## config.mk

```make
export PLATFORM = sky130hd
export DESIGN_NAME = nanp_select3
export DESIGN_NICKNAME = d
export VERILOG_FILES = /design/src/rtl/nanp_pkg.sv /design/src/rtl/nanp_classify.sv /design/src/rtl/nanp_rank.sv /design/src/rtl/nanp_emit.sv /design/src/rtl/nanp_select3.sv
export SDC_FILE = /design/constraint.sdc
export NUM_CORES = 1
export LEC_CHECK = 0
export ABC_AREA = 1
export ABC_CLOCK_PERIOD_IN_PS = 3000
export BUFFER_PORTS_ARGS = -buffer_cell sky130_fd_sc_hd__buf_2
export CAP_MARGIN = 20
export CORE_UTILIZATION = 40
export DETAILED_ROUTE_END_ITERATION = 12
export MAX_ROUTING_LAYER = met4
export PLACE_DENSITY = 0.81
export REMOVE_ABC_BUFFERS = 1
export SLEW_MARGIN = 25
export SYNTH_ARGS = -nofsm -noshare
export SYNTH_HDL_FRONTEND = slang
export SYNTH_SLANG_ARGS = --single-unit
```

## constraint.sdc

```tcl
create_clock -name vclk -period 3
set_clock_uncertainty 0.05 [all_clocks]
set_input_delay 0.3 -clock vclk [all_inputs]
set_output_delay 0.3 -clock vclk [all_outputs]
set_load 0.005 [all_outputs]
```

## src/rtl/nanp_pkg.sv

```systemverilog
package nanp_pkg;

   typedef enum logic [1:0] {
      PICK_A    = 2'd0,
      PICK_B    = 2'd1,
      PICK_C    = 2'd2,
      PICK_DFLT = 2'd3
   } pick_e;

   localparam logic [1:0] STY_ABC  = 2'b00;
   localparam logic [1:0] STY_SIGF = 2'b01;
   localparam logic [1:0] STY_ACB  = 2'b10;

   localparam int unsigned N_OPS = 3;
   localparam int unsigned IDX_A = 0;
   localparam int unsigned IDX_B = 1;
   localparam int unsigned IDX_C = 2;

endpackage

```

## src/rtl/nanp_classify.sv

```systemverilog
module nanp_classify #(
   parameter int unsigned EXP_W  = 8,
   parameter int unsigned FRAC_W = 23
) (
   input  logic [EXP_W+FRAC_W:0] value_in,
   output logic                  is_qnan,
   output logic                  is_snan
);
   localparam int unsigned W = 1 + EXP_W + FRAC_W;

   logic [EXP_W-1:0]  exp_f;
   logic [FRAC_W-1:0] frac_f;
   logic              exp_full;
   logic              frac_any;
   logic              sign_unused;

   assign sign_unused = value_in[W-1];
   assign exp_f       = value_in[W-2:FRAC_W];
   assign frac_f      = value_in[FRAC_W-1:0];
   assign exp_full    = &exp_f;
   assign frac_any    = |frac_f;

   always_comb begin
      is_qnan = exp_full &  frac_f[FRAC_W-1];
      is_snan = exp_full & ~frac_f[FRAC_W-1] & frac_any;
   end

   // the two kinds never overlap, and both need an all-ones exponent
   always_comb begin
      a_r1_kinds_exclusive: assert (!(is_qnan && is_snan));
      if (is_qnan || is_snan)
         a_r1_nan_needs_full_exp: assert (exp_full && frac_any);
   end
endmodule

```

## src/rtl/nanp_rank.sv

```systemverilog
module nanp_rank
   import nanp_pkg::*;
(
   input  logic [N_OPS-1:0] qnan_v,
   input  logic [N_OPS-1:0] snan_v,
   input  logic             prod_inf_zero,
   input  logic [1:0]       style_sel,
   output pick_e            pick,
   output logic             rule_invalid
);
   logic [N_OPS-1:0] any_v;
   logic             some_nan;
   pick_e            pick_abc, pick_sigf, pick_acb;
   logic             inv_sigf, inv_acb;

   assign any_v    = qnan_v | snan_v;
   assign some_nan = |any_v;

   // plain order a, b, c
   always_comb begin
      if (any_v[IDX_A])      pick_abc = PICK_A;
      else if (any_v[IDX_B]) pick_abc = PICK_B;
      else if (any_v[IDX_C]) pick_abc = PICK_C;
      else                   pick_abc = PICK_DFLT;
   end

   // signaling first, addend leading within each class
   always_comb begin
      inv_sigf = 1'b0;
      if (!some_nan) begin
         pick_sigf = PICK_DFLT;
      end else if (prod_inf_zero && qnan_v[IDX_C]) begin
         pick_sigf = PICK_DFLT;
         inv_sigf  = 1'b1;
      end else if (snan_v[IDX_C]) pick_sigf = PICK_C;
      else if (snan_v[IDX_A])     pick_sigf = PICK_A;
      else if (snan_v[IDX_B])     pick_sigf = PICK_B;
      else if (qnan_v[IDX_C])     pick_sigf = PICK_C;
      else if (qnan_v[IDX_A])     pick_sigf = PICK_A;
      else                        pick_sigf = PICK_B;
   end

   // order a, c, b with the inf-times-zero product handing back c
   always_comb begin
      inv_acb = 1'b0;
      if (!some_nan) begin
         pick_acb = PICK_DFLT;
      end else if (prod_inf_zero) begin
         pick_acb = PICK_C;
         inv_acb  = 1'b1;
      end else if (any_v[IDX_A]) pick_acb = PICK_A;
      else if (any_v[IDX_C])     pick_acb = PICK_C;
      else                       pick_acb = PICK_B;
   end

   always_comb begin
      case (style_sel)
         STY_SIGF: begin pick = pick_sigf; rule_invalid = inv_sigf; end
         STY_ACB:  begin pick = pick_acb;  rule_invalid = inv_acb;  end
         default:  begin pick = pick_abc;  rule_invalid = 1'b0;     end
      endcase
   end

   always_comb begin
      // with no NaN present no rule may pick an operand
      if (!some_nan)
         a_r10_no_nan_dflt_pick: assert (pick == PICK_DFLT && !rule_invalid);
      // quiet addend under an inf-times-zero product in style 01
      if (style_sel == STY_SIGF && prod_inf_zero && qnan_v[IDX_C])
         a_r5_sigf_infzero: assert (pick == PICK_DFLT && rule_invalid);
      // a signaling addend outranks everything in style 01
      if (style_sel == STY_SIGF && snan_v[IDX_C])
         a_r4_sigf_snan_c: assert (pick == PICK_C);
      // style 00 never raises a rule-specific flag
      if (style_sel == STY_ABC)
         a_r3_abc_no_rule: assert (!rule_invalid);
   end
endmodule

```

## src/rtl/nanp_emit.sv

```systemverilog
module nanp_emit
   import nanp_pkg::*;
#(
   parameter int unsigned EXP_W  = 8,
   parameter int unsigned FRAC_W = 23
) (
   input  logic [EXP_W+FRAC_W:0] op_a,
   input  logic [EXP_W+FRAC_W:0] op_b,
   input  logic [EXP_W+FRAC_W:0] op_c,
   input  pick_e                 pick,
   input  logic                  dflt_mode,
   output logic [EXP_W+FRAC_W:0] nan_out
);
   localparam int unsigned W = 1 + EXP_W + FRAC_W;
   localparam logic [W-1:0] QUIET_MASK = W'(1) << (FRAC_W - 1);
   localparam logic [W-1:0] DFLT_NAN   =
      {1'b0, {EXP_W{1'b1}}, 1'b1, {(FRAC_W-1){1'b0}}};

   logic [W-1:0] ops [N_OPS];
   logic [W-1:0] quiet [N_OPS];

   assign ops[IDX_A] = op_a;
   assign ops[IDX_B] = op_b;
   assign ops[IDX_C] = op_c;

   for (genvar g = 0; g < N_OPS; g++) begin : g_quiet
      assign quiet[g] = ops[g] | QUIET_MASK;
   end

   always_comb begin
      if (dflt_mode) begin
         nan_out = DFLT_NAN;
      end else begin
         case (pick)
            PICK_A:  nan_out = quiet[IDX_A];
            PICK_B:  nan_out = quiet[IDX_B];
            PICK_C:  nan_out = quiet[IDX_C];
            default: nan_out = DFLT_NAN;
         endcase
      end
   end

   // a propagated operand differs from its source only in the quiet bit
   always_comb begin
      if (!dflt_mode && pick == PICK_B)
         a_r9_keeps_payload: assert ((nan_out & ~QUIET_MASK) == (op_b & ~QUIET_MASK));
   end
endmodule

```

## src/rtl/nanp_select3.sv

```systemverilog
module nanp_select3
   import nanp_pkg::*;
#(
   parameter int unsigned EXP_W  = 8,
   parameter int unsigned FRAC_W = 23
) (
   input  logic [EXP_W+FRAC_W:0] op_a,
   input  logic [EXP_W+FRAC_W:0] op_b,
   input  logic [EXP_W+FRAC_W:0] op_c,
   input  logic                  prod_inf_zero,
   input  logic [1:0]            style_sel,
   input  logic                  dflt_mode,
   output logic [EXP_W+FRAC_W:0] nan_out,
   output logic                  invalid_out
);
   localparam int unsigned W = 1 + EXP_W + FRAC_W;
   localparam logic [W-1:0] DFLT_NAN =
      {1'b0, {EXP_W{1'b1}}, 1'b1, {(FRAC_W-1){1'b0}}};

   if (EXP_W < 2 || FRAC_W < 2) begin : g_bad_widths
      $error("nanp_select3: EXP_W and FRAC_W must both be at least 2");
   end

   logic [W-1:0]     ops [N_OPS];
   logic [N_OPS-1:0] qnan_v, snan_v;
   pick_e            pick;
   logic             rule_invalid;

   assign ops[IDX_A] = op_a;
   assign ops[IDX_B] = op_b;
   assign ops[IDX_C] = op_c;

   for (genvar g = 0; g < N_OPS; g++) begin : g_class
      nanp_classify #(.EXP_W(EXP_W), .FRAC_W(FRAC_W)) i_class (
         .value_in (ops[g]),
         .is_qnan  (qnan_v[g]),
         .is_snan  (snan_v[g])
      );
   end

   nanp_rank i_rank (
      .qnan_v        (qnan_v),
      .snan_v        (snan_v),
      .prod_inf_zero (prod_inf_zero),
      .style_sel     (style_sel),
      .pick          (pick),
      .rule_invalid  (rule_invalid)
   );

   nanp_emit #(.EXP_W(EXP_W), .FRAC_W(FRAC_W)) i_emit (
      .op_a      (op_a),
      .op_b      (op_b),
      .op_c      (op_c),
      .pick      (pick),
      .dflt_mode (dflt_mode),
      .nan_out   (nan_out)
   );

   assign invalid_out = (|snan_v) | rule_invalid;

   always_comb begin
      // any signaling operand reaches the flag
      if (|snan_v)
         a_r2_snan_raises: assert (invalid_out);
      // forced default output
      if (dflt_mode)
         a_r8_dflt_forced: assert (nan_out == DFLT_NAN);
      // every output is a quiet NaN
      a_r9_out_quiet: assert ((&nan_out[W-2:FRAC_W]) && nan_out[FRAC_W-1]);
      // style 10 hands back the addend under inf-times-zero
      if (style_sel == STY_ACB && prod_inf_zero && (|(qnan_v | snan_v)) && !dflt_mode)
         a_r7_acb_returns_c: assert (nan_out == (op_c | (W'(1) << (FRAC_W - 1))) && invalid_out);
   end
endmodule

```

==> metrics.md <==
| Metric | Value |
|---|---|
| Routed WL | `around 5500 microns` |
| Sequential-to-total area share from yosys stat | `0%` |
| Syn Inst Count | `around 340` |
| Cts hold-fix bufs | `0` |
| Synth warnings | `0` |
| Sw Share | `58.76%` |
| IO Pins | `133` |
| Clk pwr share | `0%` |
| First-pass GRT wire length | `between 8000 and 9000 microns` |
| Total number of vias | `around 2500` |
| Setup Fix Bufs, Post-CTS | `0` |
| Hold Path End | `nan_out[23]` |
| Pint | `152.0 uW` |
| Flop pwr share | `0%` |
| Leak | `0.001348 uW` |
| Vias in the first global route | `roughly 2100` |
| Fin crit period | `2.714 ns` |
| Die width | `65.62 microns` |
| GRT Overall Usage | `between 20% and 30%` |
| Max cap viols | `0` |
| # DRC | `0` |
| WHS Path Cells | `4` |
| Layout cell share with drive strength beyond 1 | `35.67%` |
| CP endpoint kind | `output pin` |
| Initial Util | `42.93%` |
| CP Max Fanout | `23` |
| Top-area cell type share of the netlist area | `21.95%` |
| Area contributors post-synth | `nand3_1, nand2_1, nor2_1, nor3_2, inv_1` |
| Arr. time, crit path | `2.36 ns` |
| Switching Power | `216.6 uW` |
| Util after Layout | `59.72%` |
| Largest net degree at the start of global routing | `36` |
| Slew Viols, Final | `0` |
| Filler instances | `about 410` |
| Peak supply drop | `100.3 uV` |
| Number of diodes | `0` |
| # resized after CTS | `0` |
| Syn avg cell area | `4.776 sq um` |
| RSZ-0062 raised after global routing | `false` |
| Synthesized area | `1619 sq um` |
| # setup viols final | `0` |
| Status | `finished, final reports clean` |
| Non-filler cells, final | `just over 500` |
| Sequential Area | `0 sq um` |
| Nets | `between 500 and 600` |
| Placed Instances | `505` |
| Drt first pass iters | `4` |
| Combinational power share | `100.0%` |
| Starting DRT DRC Count | `between 100 and 150` |
| Worst hold path type | `input pin to output pin` |
| Critical Path Source Type | `input pin` |
| WL per Instance | `between 10 and 15 microns` |
| Final Wtd Congestion | `1.003` |
| Die ar. | `4306 sq um` |
| DP HPWL | `4481 microns` |
| Seq_cells | `0` |
| Final Hold Fails | `0` |
| Pre-CTS setup slack | `0.3260 ns` |
| Via-to-Cell Ratio | `~5` |
| Row count | `22` |
| Hold Startpoint | `op_c[23]` |
| Placed inst area | `2248 sq um` |
| Final Cell Area | `2252 sq um` |
| IO Port Bufs | `about 130` |
| Initial antenna violation count | `0` |
| Die Height | `65.62 microns` |
| Setup TNS | `0 ns` |
| Area grow syn2layout | `39.10%` |
| Max Freq | `roughly 370 MHz` |
| Critical setup path kind | `input pin to output pin` |
| Count of clock buffers in the final design | `0` |
| Area leader, netlist | `nand3_1` |
| Core area | `3771 sq um` |
| Final ANT Viol Nets | `0` |
| Pwr Density | `between 150 and 200 nW/um^2` |
| Global route total overflow | `0` |
| Fin crit share | `between 90% and 100%` |
| Setup WS post-layout | `~0.29 ns` |
| Cell variety after synth | `26` |
| Worst path required time | `2.65 ns` |
[critical path: stages]
cell and delay, ns:
buf_2 0.11, nor2_1 0.10, nand2_1 0.06, nor2_1 0.11, nand3_1 0.11, nand2_1 0.12
nand2_1 0.06, nand3_1 0.07, nand2_1 0.05, nand2_1 0.05, nand2_1 0.05, nand2_2 0.08
nand2_4 0.06, buf_4 0.23, nor2_4 0.38, nand2_1 0.09, nand3_1 0.10, nand2_1 0.05
inv_1 0.06, buf_2 0.10
[per-stage QoR]
stage | hold slack [ns] | power [uW]
2_1_floorplan | 0.5811 | 193.7
3_3_place_gp | 0.8467 | 361.2
3_5_place_dp | 0.8524 | 365.9
4_1_cts | 0.8524 | 367.0
5_1_grt | 0.8708 | 409.5
6_report | 0.8465 | 368.6
[synthesized netlist by cell type]
master	n
buf_4	9
buf_1	1
ha_1	2
conb_1	1
a21oi_1	1
nand3_1	71
nand3_2	1
nor2_2	1
buf_6	4
nand4_1	3
a31oi_2	1
inv_2	1
nand2_4	2
nor2_4	1
nand2_2	3
buf_2	1
o2111ai_1	1
nor3_1	1
inv_1	37
nand2_1	89
o21ai_0	8
nor3_2	15
clkbuf_1	2
o21bai_2	1
nor2_1	81
clkbuf_2	1
[worst max-delay path by stage]
stage / depth (start not counted) / start / slack [ns] / end
after floorplan: 16 / op_c[7] / 0.58 / nan_out[31]
after global placement: 20 / op_b[7] / 0.33 / nan_out[15]
after detailed placement: 19 / op_b[8] / 0.33 / nan_out[15]
after CTS: 20 / op_b[7] / 0.32 / nan_out[15]
after global routing: 20 / op_b[15] / 0.04 / nan_out[15]
final: 20 / op_b[15] / 0.29 / nan_out[15]
[per-layer routing]
metal	wire length (microns)	up-vias	global-route usage (%)	share of wire, %
li1	-	1311	-	-
met1	2399	1055	29.82	44
met2	2646	100	45.03	48
met3	393	6	0.6944	7.1
met4	61	0	3.533	1.1
met5	0	-	-	0
[logic make-up after synthesis]
| group | after synthesis | share of synthesized area [%] |
|---|---|---|
| compound gates | 12 | 4.791 |
| buf+inv | 56 | 17.08 |
| simple gates | 268 | 76.35 |
| fa+ha+maj | 2 | 1.545 |
| other cells | 1 | 0.2316 |
[layout make-up]
cell class	count	area (sq um)	area share [%]
tap	48	60.06	2.667
inverter	38	146.4	6.500
timing repair buffer	136	703.2	31.22
multi-input combinational	283	1343	59.61
[cells in the final DEF, fill, tap and decap left out]
master,count
nor2_1,81
clkinvlp_4,1
buf_12,1
nand4_1,3
nand2_4,2
conb_1,1
inv_2,1
inv_1,36
nand2_2,3
o21bai_2,1
nor2_2,1
o2111ai_1,1
a21oi_1,1
nor2_4,1
nor3_1,1
nand2_1,89
nor3_2,15
nand3_1,71
buf_4,3
buf_2,132
o21ai_0,8
nand3_2,1
ha_1,2
a31oi_2,1
[power by group through the flow]
stage                     logic, uW  clock network, uW  registers, uW
after global placement          361                  0              0
after detailed placement        366                  0              0
after CTS                       367                  0              0
final                           369                  0              0
after floorplan                 194                  0              0
after global routing            410                  0              0
Note: power is estimated with default switching activity, not from simulation.
